File: src/rtl/dacsfr_pkg.sv
// Package: shared command types and address decode for the DAC command controller.
// Assumes a 6-bit address field; unlisted special addresses decode as no-op.
package dacsfr_pkg;

    typedef enum logic [2:0] {
        OP_NOP,
        OP_WRCLR,
        OP_SCLR,
        OP_PDOWN,
        OP_PUP,
        OP_RESET
    } sfr_op_e;

    localparam logic [1:0] SEL_SFR    = 2'b00;
    localparam logic [1:0] SEL_GAIN   = 2'b01;
    localparam logic [1:0] SEL_OFFSET = 2'b10;
    localparam logic [1:0] SEL_DATA   = 2'b11;

    // Map a special-command address onto an operation.
    function automatic sfr_op_e decode_op(input logic [5:0] a);
        case (a)
            6'h01:   return OP_WRCLR;
            6'h02:   return OP_SCLR;
            6'h08:   return OP_PDOWN;
            6'h09:   return OP_PUP;
            6'h0F:   return OP_RESET;
            default: return OP_NOP;
        endcase
    endfunction

endpackage

File: src/rtl/sfr_cmd_decode.sv
// Command decode: splits an incoming word into a special command or a channel
// register write. Assumes busy_n and pd_active come from registered logic.
module sfr_cmd_decode
    import dacsfr_pkg::*;
#(
    parameter int NCH = 40,
    parameter int AW  = 6
) (
    input  logic          cmd_valid,
    input  logic [1:0]    cmd_sel,
    input  logic [AW-1:0] cmd_addr,
    input  logic          busy_n,
    input  logic          pd_active,
    output logic          spec_go,
    output sfr_op_e       op,
    output logic          wr_data_en,
    output logic          wr_gain_en,
    output logic          wr_ofs_en
);

    logic accept;
    logic chan_ok;
    logic wr_ok;

    // Accept words only while idle; channel writes need a valid, powered channel.
    always_comb begin
        accept     = cmd_valid && busy_n;
        chan_ok    = cmd_addr < AW'(NCH);
        wr_ok      = accept && chan_ok && !pd_active;
        spec_go    = accept && (cmd_sel == SEL_SFR);
        op         = decode_op(cmd_addr);
        wr_data_en = wr_ok && (cmd_sel == SEL_DATA);
        wr_gain_en = wr_ok && (cmd_sel == SEL_GAIN);
        wr_ofs_en  = wr_ok && (cmd_sel == SEL_OFFSET);
    end

endmodule

File: src/rtl/sfr_busy_timer.sv
// Busy timer: loads a cycle count for each accepted special command and holds
// busy_n low until it expires; tracks the power-up wake window.
// Assumes go is only raised while busy_n is 1.
module sfr_busy_timer
    import dacsfr_pkg::*;
#(
    parameter int CLR_CYC = 3500,
    parameter int RST_CYC = 13500,
    parameter int PU_CYC  = 800,
    localparam int MAXC   = (RST_CYC > CLR_CYC) ? ((RST_CYC > PU_CYC) ? RST_CYC : PU_CYC)
                                                : ((CLR_CYC > PU_CYC) ? CLR_CYC : PU_CYC),
    localparam int CW     = $clog2(MAXC + 1)
) (
    input  logic    clk,
    input  logic    rst_n,
    input  logic    go,
    input  sfr_op_e op,
    output logic    busy_n,
    output logic    waking
);

    logic [CW-1:0] cnt_q;
    logic [CW-1:0] load_val;
    logic          wake_q;

    // Select the busy length for the command being accepted.
    always_comb begin
        case (op)
            OP_SCLR:  load_val = CW'(CLR_CYC);
            OP_RESET: load_val = CW'(RST_CYC);
            OP_PUP:   load_val = CW'(PU_CYC);
            default:  load_val = CW'(1);
        endcase
    end

    // Countdown holding busy_n low.
    always_ff @(posedge clk) begin
        if (!rst_n)          cnt_q <= '0;
        else if (go)         cnt_q <= load_val;
        else if (cnt_q != 0) cnt_q <= cnt_q - CW'(1);
    end

    // Wake window: set on power-up, cleared as the countdown ends.
    always_ff @(posedge clk) begin
        if (!rst_n)                    wake_q <= 1'b0;
        else if (go && op == OP_PUP)   wake_q <= 1'b1;
        else if (cnt_q == CW'(1))      wake_q <= 1'b0;
    end

    assign busy_n = (cnt_q == '0);
    assign waking = wake_q;

    assert_busy_countdown_R11: assert property (@(posedge clk) disable iff (!rst_n)
        (cnt_q != '0) |=> (cnt_q == $past(cnt_q) - CW'(1)));

    assert_wake_in_busy_R8: assert property (@(posedge clk) disable iff (!rst_n)
        wake_q |-> !busy_n);

endmodule

File: src/rtl/sfr_chan_bank.sv
// Channel register bank: per-channel data, gain and offset registers with bulk
// clear, soft reset and indexed readout. Priority: reset, then bulk clear, then write.
module sfr_chan_bank #(
    parameter int NCH = 40,
    parameter int DW  = 12,
    parameter int AW  = 6
) (
    input  logic          clk,
    input  logic          rst_n,
    input  logic          soft_rst,
    input  logic          bulk_clr,
    input  logic [DW-1:0] clr_val,
    input  logic          wr_data_en,
    input  logic          wr_gain_en,
    input  logic          wr_ofs_en,
    input  logic [AW-1:0] wr_ch,
    input  logic [DW-1:0] wr_val,
    input  logic [AW-1:0] rd_ch,
    output logic [DW-1:0] rd_dat,
    output logic [DW-1:0] rd_gain,
    output logic [DW-1:0] rd_ofs
);

    logic [DW-1:0] dat_q  [NCH];
    logic [DW-1:0] gain_q [NCH];
    logic [DW-1:0] ofs_q  [NCH];

    for (genvar g = 0; g < NCH; g++) begin : g_ch
        logic hit;
        assign hit = (wr_ch == AW'(g));

        // Data register: reset, bulk clear, then write.
        always_ff @(posedge clk) begin
            if (!rst_n || soft_rst)       dat_q[g] <= '0;
            else if (bulk_clr)            dat_q[g] <= clr_val;
            else if (wr_data_en && hit)   dat_q[g] <= wr_val;
        end

        // Gain and offset registers: reset to full scale / zero, then write.
        always_ff @(posedge clk) begin
            if (!rst_n || soft_rst) begin
                gain_q[g] <= '1;
                ofs_q[g]  <= '0;
            end else begin
                if (wr_gain_en && hit) gain_q[g] <= wr_val;
                if (wr_ofs_en && hit)  ofs_q[g]  <= wr_val;
            end
        end

        assert_bulk_clear_R4: assert property (@(posedge clk) disable iff (!rst_n)
            (bulk_clr && !soft_rst) |=> (dat_q[g] == $past(clr_val)));

        assert_reset_gain_R9: assert property (@(posedge clk) disable iff (!rst_n)
            soft_rst |=> (gain_q[g] == '1 && ofs_q[g] == '0 && dat_q[g] == '0));
    end

    // Indexed readout; out-of-range index reads zero.
    always_comb begin
        rd_dat  = '0;
        rd_gain = '0;
        rd_ofs  = '0;
        for (int i = 0; i < NCH; i++) begin
            if (rd_ch == AW'(i)) begin
                rd_dat  = dat_q[i];
                rd_gain = gain_q[i];
                rd_ofs  = ofs_q[i];
            end
        end
    end

endmodule

File: src/rtl/dac_sfr_ctrl.sv
// Top: special-command controller for a multichannel DAC. Holds the clear code
// and the software power-down flag, combines hardware and software power-down,
// and ties decode, busy timer and channel bank together.
// Assumes clr_n and hw_pd are already synchronous to clk.
module dac_sfr_ctrl
    import dacsfr_pkg::*;
#(
    parameter int NCH        = 40,
    parameter int DW         = 12,
    parameter int AW         = 6,
    parameter int CYC_PER_US = 100
) (
    input  logic          clk,
    input  logic          rst_n,
    input  logic          cmd_valid,
    input  logic [1:0]    cmd_sel,
    input  logic [AW-1:0] cmd_addr,
    input  logic [DW-1:0] cmd_data,
    input  logic          clr_n,
    input  logic          hw_pd,
    input  logic [AW-1:0] rd_chan,
    output logic          busy_n,
    output logic          pd_active,
    output logic [DW-1:0] clear_code,
    output logic [DW-1:0] rd_data,
    output logic [DW-1:0] rd_gain,
    output logic [DW-1:0] rd_offset
);

    localparam int CLR_CYC = 35 * CYC_PER_US;
    localparam int RST_CYC = 135 * CYC_PER_US;
    localparam int PU_CYC  = 8 * CYC_PER_US;

    logic          spec_go;
    sfr_op_e       op;
    logic          wr_data_en;
    logic          wr_gain_en;
    logic          wr_ofs_en;
    logic          waking;
    logic          soft_rst;
    logic          bulk_clr;
    logic          sw_pd_q;
    logic [DW-1:0] clr_code_q;

    sfr_cmd_decode #(.NCH(NCH), .AW(AW)) u_dec (
        .cmd_valid  (cmd_valid),
        .cmd_sel    (cmd_sel),
        .cmd_addr   (cmd_addr),
        .busy_n     (busy_n),
        .pd_active  (pd_active),
        .spec_go    (spec_go),
        .op         (op),
        .wr_data_en (wr_data_en),
        .wr_gain_en (wr_gain_en),
        .wr_ofs_en  (wr_ofs_en)
    );

    sfr_busy_timer #(.CLR_CYC(CLR_CYC), .RST_CYC(RST_CYC), .PU_CYC(PU_CYC)) u_tmr (
        .clk    (clk),
        .rst_n  (rst_n),
        .go     (spec_go),
        .op     (op),
        .busy_n (busy_n),
        .waking (waking)
    );

    // Derived strobes for the bank and the effective power-down state.
    always_comb begin
        soft_rst  = spec_go && (op == OP_RESET);
        bulk_clr  = !clr_n || (spec_go && (op == OP_SCLR));
        pd_active = hw_pd || sw_pd_q || waking;
    end

    // Clear-code register: reset, or load when powered.
    always_ff @(posedge clk) begin
        if (!rst_n || soft_rst)
            clr_code_q <= '0;
        else if (spec_go && op == OP_WRCLR && !pd_active)
            clr_code_q <= cmd_data;
    end

    // Software power-down flag.
    always_ff @(posedge clk) begin
        if (!rst_n)
            sw_pd_q <= 1'b0;
        else if (spec_go) begin
            case (op)
                OP_PDOWN:        sw_pd_q <= 1'b1;
                OP_PUP, OP_RESET: sw_pd_q <= 1'b0;
                default:         sw_pd_q <= sw_pd_q;
            endcase
        end
    end

    assign clear_code = clr_code_q;

    sfr_chan_bank #(.NCH(NCH), .DW(DW), .AW(AW)) u_bank (
        .clk        (clk),
        .rst_n      (rst_n),
        .soft_rst   (soft_rst),
        .bulk_clr   (bulk_clr),
        .clr_val    (clr_code_q),
        .wr_data_en (wr_data_en),
        .wr_gain_en (wr_gain_en),
        .wr_ofs_en  (wr_ofs_en),
        .wr_ch      (cmd_addr),
        .wr_val     (cmd_data),
        .rd_ch      (rd_chan),
        .rd_dat     (rd_data),
        .rd_gain    (rd_gain),
        .rd_ofs     (rd_offset)
    );

    assert_pd_hold_R6: assert property (@(posedge clk) disable iff (!rst_n)
        (pd_active && !soft_rst) |=> $stable(clr_code_q));

    assert_pdown_R6: assert property (@(posedge clk) disable iff (!rst_n)
        (spec_go && op == OP_PDOWN) |=> pd_active);

    assert_reset_R9: assert property (@(posedge clk) disable iff (!rst_n)
        soft_rst |=> (!busy_n && clr_code_q == '0 && !sw_pd_q));

    assert_busy_ignore_R11: assert property (@(posedge clk) disable iff (!rst_n)
        (!busy_n && cmd_valid) |=> $stable(clr_code_q));

endmodule

File: config.mk
export PLATFORM = sky130hd
export DESIGN_NAME = dac_sfr_ctrl
export DESIGN_NICKNAME = d
export VERILOG_FILES = /design/src/rtl/dacsfr_pkg.sv /design/src/rtl/sfr_cmd_decode.sv /design/src/rtl/sfr_busy_timer.sv /design/src/rtl/sfr_chan_bank.sv /design/src/rtl/dac_sfr_ctrl.sv
export SDC_FILE = /design/constraint.sdc
export NUM_CORES = 2
export LEC_CHECK = 0
export ABC_AREA = 1
export BUFFER_PORTS_ARGS = -buffer_cell sky130_fd_sc_hd__buf_2
export CAP_MARGIN = 20
export CORE_MARGIN = 1
export CORE_UTILIZATION = 40
export CTS_BUF_LIST = sky130_fd_sc_hd__clkbuf_16
export DETAILED_ROUTE_END_ITERATION = 10
export PLACE_DENSITY = 0.61
export REMOVE_ABC_BUFFERS = 1
export SYNTH_ARGS = -nofsm -noshare
export SYNTH_HDL_FRONTEND = slang
export SYNTH_SLANG_ARGS = --single-unit
File: constraint.sdc
create_clock -name clk -period 5.3 [get_ports clk]
set_input_delay 0.265 -clock clk [delete_from_list [all_inputs] [get_ports clk]]
set_output_delay 0.265 -clock clk [all_outputs]
set_load 0.01 [all_outputs]
== Yosys cells after proc, flatten, opt, wreduce, memory -nomap -nowiden ==
Memory sizes are Yosys's and may differ from the RTL's.
Index checks and enable logic that the tools add are counted.

* Add/sub/neg operators: 1
* $lt $le $gt $ge: 1
* Eq/ne operators: 87
* Muxes and demuxes: 692
* Bitwise logic cells: 160
* Reductions and logical operators: 149

{| class="wikitable"
|+ Operators with widths
! cell !! number
|-
| 2-to-1 mux 12 bit || 280
|-
| 2-to-1 mux 1 bit || 407
|-
| equality test 6 x 5 -> 1 bit, second input constant || 32
|-
| bitwise OR 1 bit || 160
|-
| logical AND 1 bit || 132
|-
| equality test 6 x 4 -> 1 bit, second input constant || 16
|-
| equality test 6 bit, second input constant || 16
|-
| equality test 6 x 3 -> 1 bit, second input constant || 8
|-
| case mux 14 bit (3 select lines) || 1
|-
| 2-to-1 mux 14 bit || 2
|-
| equality test 6 x 2 -> 1 bit, second input constant || 4
|-
| case mux 3 bit (5 select lines) || 1
|-
| equality test 14 x 1 -> 1 bit, second input constant || 1
|-
| logical NOT 14 bit || 1
|-
| nonzero test 14 bit || 1
|-
| subtractor 14 x 1 -> 14 bit, second input constant || 1
|-
| equality test 6 x 1 -> 1 bit, second input constant || 2
|-
| logical NOT 6 bit || 2
|-
| equality test 3 x 2 -> 1 bit, second input constant || 2
|-
| equality test 3 bit, second input constant || 2
|-
| < comparator 6 bit, second input constant || 1
|-
| nonzero test 2 bit || 3
|-
| equality test 2 bit, second input constant || 2
|-
| logical OR 1 bit || 4
|-
| 7 further kinds || 9
|}

* Flip-flop bits (word level): 28
* Bits in writable memories: 1440
* Input bits: 31
* Output and inout port bits: 50
* Logic and storage cells: 1097
* Memories kept: 3

{| class="wikitable"
|+ Memories
! memory !! depth !! width !! read ports !! clocked after Yosys merged registers in !! write ports !! line !! source
|-
| u_bank.dat_q || 40 || 12 || 40 || 0 || 40 || sfr_chan_bank.sv:24 || <nowiki>logic [DW-1:0] dat_q [NCH];</nowiki>
|-
| u_bank.gain_q || 40 || 12 || 40 || 0 || 40 || sfr_chan_bank.sv:25 || <nowiki>logic [DW-1:0] gain_q [NCH];</nowiki>
|-
| u_bank.ofs_q || 40 || 12 || 40 || 0 || 40 || sfr_chan_bank.sv:26 || <nowiki>logic [DW-1:0] ofs_q [NCH];</nowiki>
|}

== Logic depth before layout (Yosys ltp) ==
* Depth in word-level cells: 41
* Depth in mapped cells: 28
* Depth with buffers taken out: 28

== By module ==
Synthesis repeated with hierarchy kept, for this count alone.

* Cells, all modules: 6770
* Area total of the unflattened synthesis: 66105.9 µm²

{| class="wikitable"
|+ By module, submodules not included
! module !! instances !! cells each !! area an instance (µm²) !! sequential area each (µm²)
|-
| sfr_chan_bank || 1 || 6474 || 64292.9 || 43241.5
|-
| sfr_busy_timer || 1 || 163 || 1036.0 || 300.3
|-
| dac_sfr_ctrl || 1 || 103 || 646.9 || 260.2
|-
| sfr_cmd_decode || 1 || 30 || 130.1 || 0.0
|}

== Worst setup path before layout ==
Ideal clock, no wire load.

* Kind: reg2reg
* From: register u_tmr.cnt_q[0]
* To: memory u_bank.dat_q[8][0] (netlist: u_bank.dat_q[1][0]), enable pin
* Setup time: 350 ps
* Data arrival time: 2725 ps
* Required time: 4950 ps
* Slack: 2225 ps
* Cell stages (with the launch flop): 18
* Buffers on the path: 2
* Period minus slack after synthesis: 3075 ps
* Path through: dfxtp_1 > inv_1 > ha_1 > nand2_1 > nor2_2 > nand2_1 > nor2_1 > nand2_1 > nor2_1 > nor2_2 > inv_2 > nor2_2 > inv_2 > nor4b_4 > buf_4 > nand2_1 > buf_2 > nand2_1

{| class="wikitable"
|+ RTL lines
! what !! line !! source
|-
| start: declaration || sfr_busy_timer.sv:22 || <nowiki>logic [CW-1:0] cnt_q;</nowiki>
|-
| start signal: assignment || sfr_busy_timer.sv:39 || <nowiki>else if (go) cnt_q <= load_val;</nowiki>
|-
| start signal: assignment || sfr_busy_timer.sv:40 || <nowiki>else if (cnt_q != 0) cnt_q <= cnt_q - CW'(1);</nowiki>
|-
| end: declaration || sfr_chan_bank.sv:24 ||
|}

==> metrics <==
status=completed; Hold Crit Depth=3; top cells by count, synth=nand2_1 (1895), edfxtp_1 (1440), nor2_1 (914); clk root buf=clkbuf_16; CP arrival=4.72 ns; gr usage total=between 20% and 30%; clk_lat worst skew=between 0.7 and 0.8 ns; largest cells by area after synthesis=edfxtp_1 (66%), nand2_1 (11%), nor2_1 (5.2%); RSZ-0062 raised after global routing=no; count leader, synth=nand2_1; grt ovf=0; vias per cell=5.47; power density over the cells=339 nW/µm²; vias in the first global route=46100; Synth Warn #=0; Net Sw Power=5.86 mW; number of synthesized register bits=around 1500; Critical Setup Path Class=flip-flop to output pin; htree depth=4; drt first pass iters=6; slew margin rel.=27.1%; layout cells sized above 1=between 10 and 15%; Bufs and invs on worst path=1; TritonCTS Buffers=147; FF-to-FF Start=u_tmr.cnt_q[0]$_SDFFE_PN0P_; ys flop type=edfxtp_1; Die W=~410 µm; die height=407 µm; post-synth top area cell=edfxtp_1; Crit path max-delay family=simple AND/OR/NAND/NOR gates; Max clock buf depth=3; Net Sw Frac=23.5%; detailed-route DRC error count=0; dpl hpwl=roughly 130000 µm; CP most frequent cell=nand4_1; critical path, cell by cell=nand3_1, nand2_1, nor2_1, nand4_1, nand2_1, nand4_1, nor2_1, nand4_1, nor2_1, nand4_1, nor2_1, nand4_1, nor2_1, nand4_1, nand2_1, nand3_1, nand2_1, nand4_1, nor2_1, nand4_1, nor2_1, nand3_1, buf_2; row count=148; WL final=between 200000 and 250000 µm; initial antenna violation count=5; Post-synth EDFFs=1440; Syn Inst Count=6603; Slew Limit Fails=0; max incr delay on CP=0.38 ns; max-cap violations=0; sequential power share=52.8%; clock power share=40.3%; setup TNS=0 ns; die area=between 150000 and 200000 µm²; Int Power=about 19 mW; FF-to-FF setup slack=1.12 ns; vias post-DR=48500; worst-path cell with the longest stage delay=edfxtp_1; final clock period utilization by the worst path=94.1%; Yosys cell types=36; Util after Layout=45.2%; worst hold endpoint=u_bank.gain_q[0][56]$_SDFFCE_PN1P_; worst vdd ir=348 µV; Starting Density=40.3%; Seq/Total Area, Yosys=roughly 67%; Post-Syn Area=about 66000 µm²; Worst Tran Pin Value=1.09 ns; First DRT Iteration DRCs=6115; Antenna Violating Nets Remaining=0; pin count of the biggest net entering global routing=121; Worst setup EP type=output pin; Clock Sinks=around 1500; Synth top area share=between 60 and 70%; final setup vio count=0; P_leak=26.1 nW; core region area=around 160000 µm²; fraction of registers with async set/reset=0%; post-layout minimum cycle time=roughly 5 ns; first-pass GRT wire length=roughly 300000 µm; wire length per cell=22.8 µm; FMAX=0.201 GHz; Hold Crit Class=input port to flip-flop; crit-path max FO=1; Max Clock Skew=between 0.03 and 0.04 ns; Layout Nets=6616; reg2reg end=u_bank.dat_q[3][53]$_DFFE_PP_; critical hold path startpoint=cmd_data[8]; cells on worst reg2reg path=14; Final Hold Fails=0; Mean Syn Cell Area=just under 10 µm²; clock edge transition at the registers on the reported setup and hold paths=0.06 ns; Worst Path Required=between 5 and 6 ns; I/O pin cnt=81; Worst setup SP type=flip-flop; Comb pwr share=6.9%; CTS tree=done; Port Buffers=80; area growth from synthesis to layout=12.0%; Placer Congestion=~0.89
==> power groups by stage <==
| stage | logic (mW) | registers, mW | clock network [mW] |
|---|---|---|---|
| after global routing | 1.86 | 13.2 | 10.5 |
| final | 1.73 | 13.1 | 10.0 |
| after global placement | 1.68 | 13.4 | 0 |
| after CTS | 1.71 | 13.1 | 10.1 |
| after detailed placement | 1.70 | 13.4 | 0 |
| after floorplan | 0.915 | 13.4 | 0 |
==> final cells by class <==
class / count / area (µm²)
antenna: 7 / 17.5
clock buffer: 152 / 3800
clock inverter: 103 / 702
fill: 15100 / 89300
inverter: 399 / 1560
multi-input combinational: 4230 / 18500
sequential: 1468 / 43800
tap: 2175 / 2720
timing repair buffer: 337 / 2420
==> layout by cell type (no fill, tap or decap), types with 9 or more instances in the layout <==
| cell | count |
|---|---|
| nand2_1 | 1893 |
| edfxtp_1 | 1440 |
| nor2_1 | 890 |
| o21ai_0 | 534 |
| inv_1 | 408 |
| nand4_1 | 276 |
| buf_4 | 241 |
| nand3_1 | 160 |
| a21oi_1 | 157 |
| clkbuf_16 | 152 |
| or2_2 | 140 |
| buf_2 | 81 |
| nor3_1 | 46 |
| o21ai_1 | 44 |
| clkinv_1 | 38 |
| nor2_2 | 30 |
| dfxtp_1 | 28 |
| clkinv_2 | 20 |
| inv_6 | 15 |
| a211oi_1 | 12 |
| or2_0 | 10 |
| bufinv_16 | 9 |
==> metal layers <==
metal / routed length, µm / GRT usage, %
met2: 92700 / 37.5
met4: 6100 / 7.78
met5: 11 / 0
met1: 84500 / 33.7
met3: 18600 / 3.53
==> per-stage QoR <==
| stage | hold slack, ns | cells | instance area, µm² | worst slack [ns] | total power, mW |
|---|---|---|---|---|---|
| 3_3_place_gp | 0.489 | 8587 | 68800 | 0.161 | 15.0 |
| 2_1_floorplan | 0.363 | 6097 | 63700 | -1.97 | 14.3 |
| 5_1_grt | 0.0850 | 8864 | 73500 | 0.0165 | 25.5 |
| 3_5_place_dp | 0.496 | 8596 | 68900 | 0.183 | 15.1 |
| 4_1_cts | 0.0434 | 8857 | 73400 | 0.140 | 24.9 |
| 6_report | 0.0736 | 8871 | 73500 | 0.315 | 24.9 |
==> cells by family after synthesis <==
family          Yosys count  synth area share [%]
compound gates          752                  5.80
xor+xnor                  8                 0.107
fa+ha+maj                 2                0.0381
buf+inv                 905                  5.32
flops                  1468                  66.7
simple gates           3468                  22.0
==> worst register-to-register path, cell delays in order (launching register included) <==
cell	delay, ns
dfxtp_1	0.33
inv_1	0.08
ha_1	0.22
nand2_1	0.12
nor2_2	0.28
nand2_1	0.11
or2_2	0.32
nor3_2	0.20
nand2_1	0.17
inv_1	0.13
nand4_2	0.17
a21oi_1	0.76
nand2_2	0.64
buf_12	0.38
o21ai_0	0.10
==> registers in the layout (all words and copies together) (netlist names) <==
register / cells
u_bank.dat_q: 480
u_bank.gain_q: 480
u_bank.ofs_q: 480
u_tmr.cnt_q: 14
clear_code: 12
sw_pd_q: 1
u_tmr.waking: 1
==> repair_timing <==
action | CTS | global route
hold buffers | 6 | 0
setup buffers | 0 | 3
hold endpoints to repair | 64 | 0
endpoints found under the setup margin | 0 | 8
resized for setup | 0 | 2
==> how the worst max path moves through the flow <==
stage                                             from                       endpoint  slack (ns)  cells past startpoint
floorplan                  u_tmr.cnt_q[0]$_SDFFE_PN0P_  u_bank.dat_q[0][36]$_DFFE_PP_       -1.97                     15
global placement                            rd_chan[4]                     rd_gain[9]        0.16                     25
detailed placement                          rd_chan[4]                     rd_gain[6]        0.18                     25
CTS                                         rd_chan[4]                     rd_gain[9]        0.14                     25
global route        u_bank.gain_q[0][17]$_SDFFCE_PN1P_                     rd_gain[5]        0.02                     23
finish              u_bank.gain_q[0][17]$_SDFFCE_PN1P_                     rd_gain[5]        0.32                     23
(Power assumes the default switching activity.)
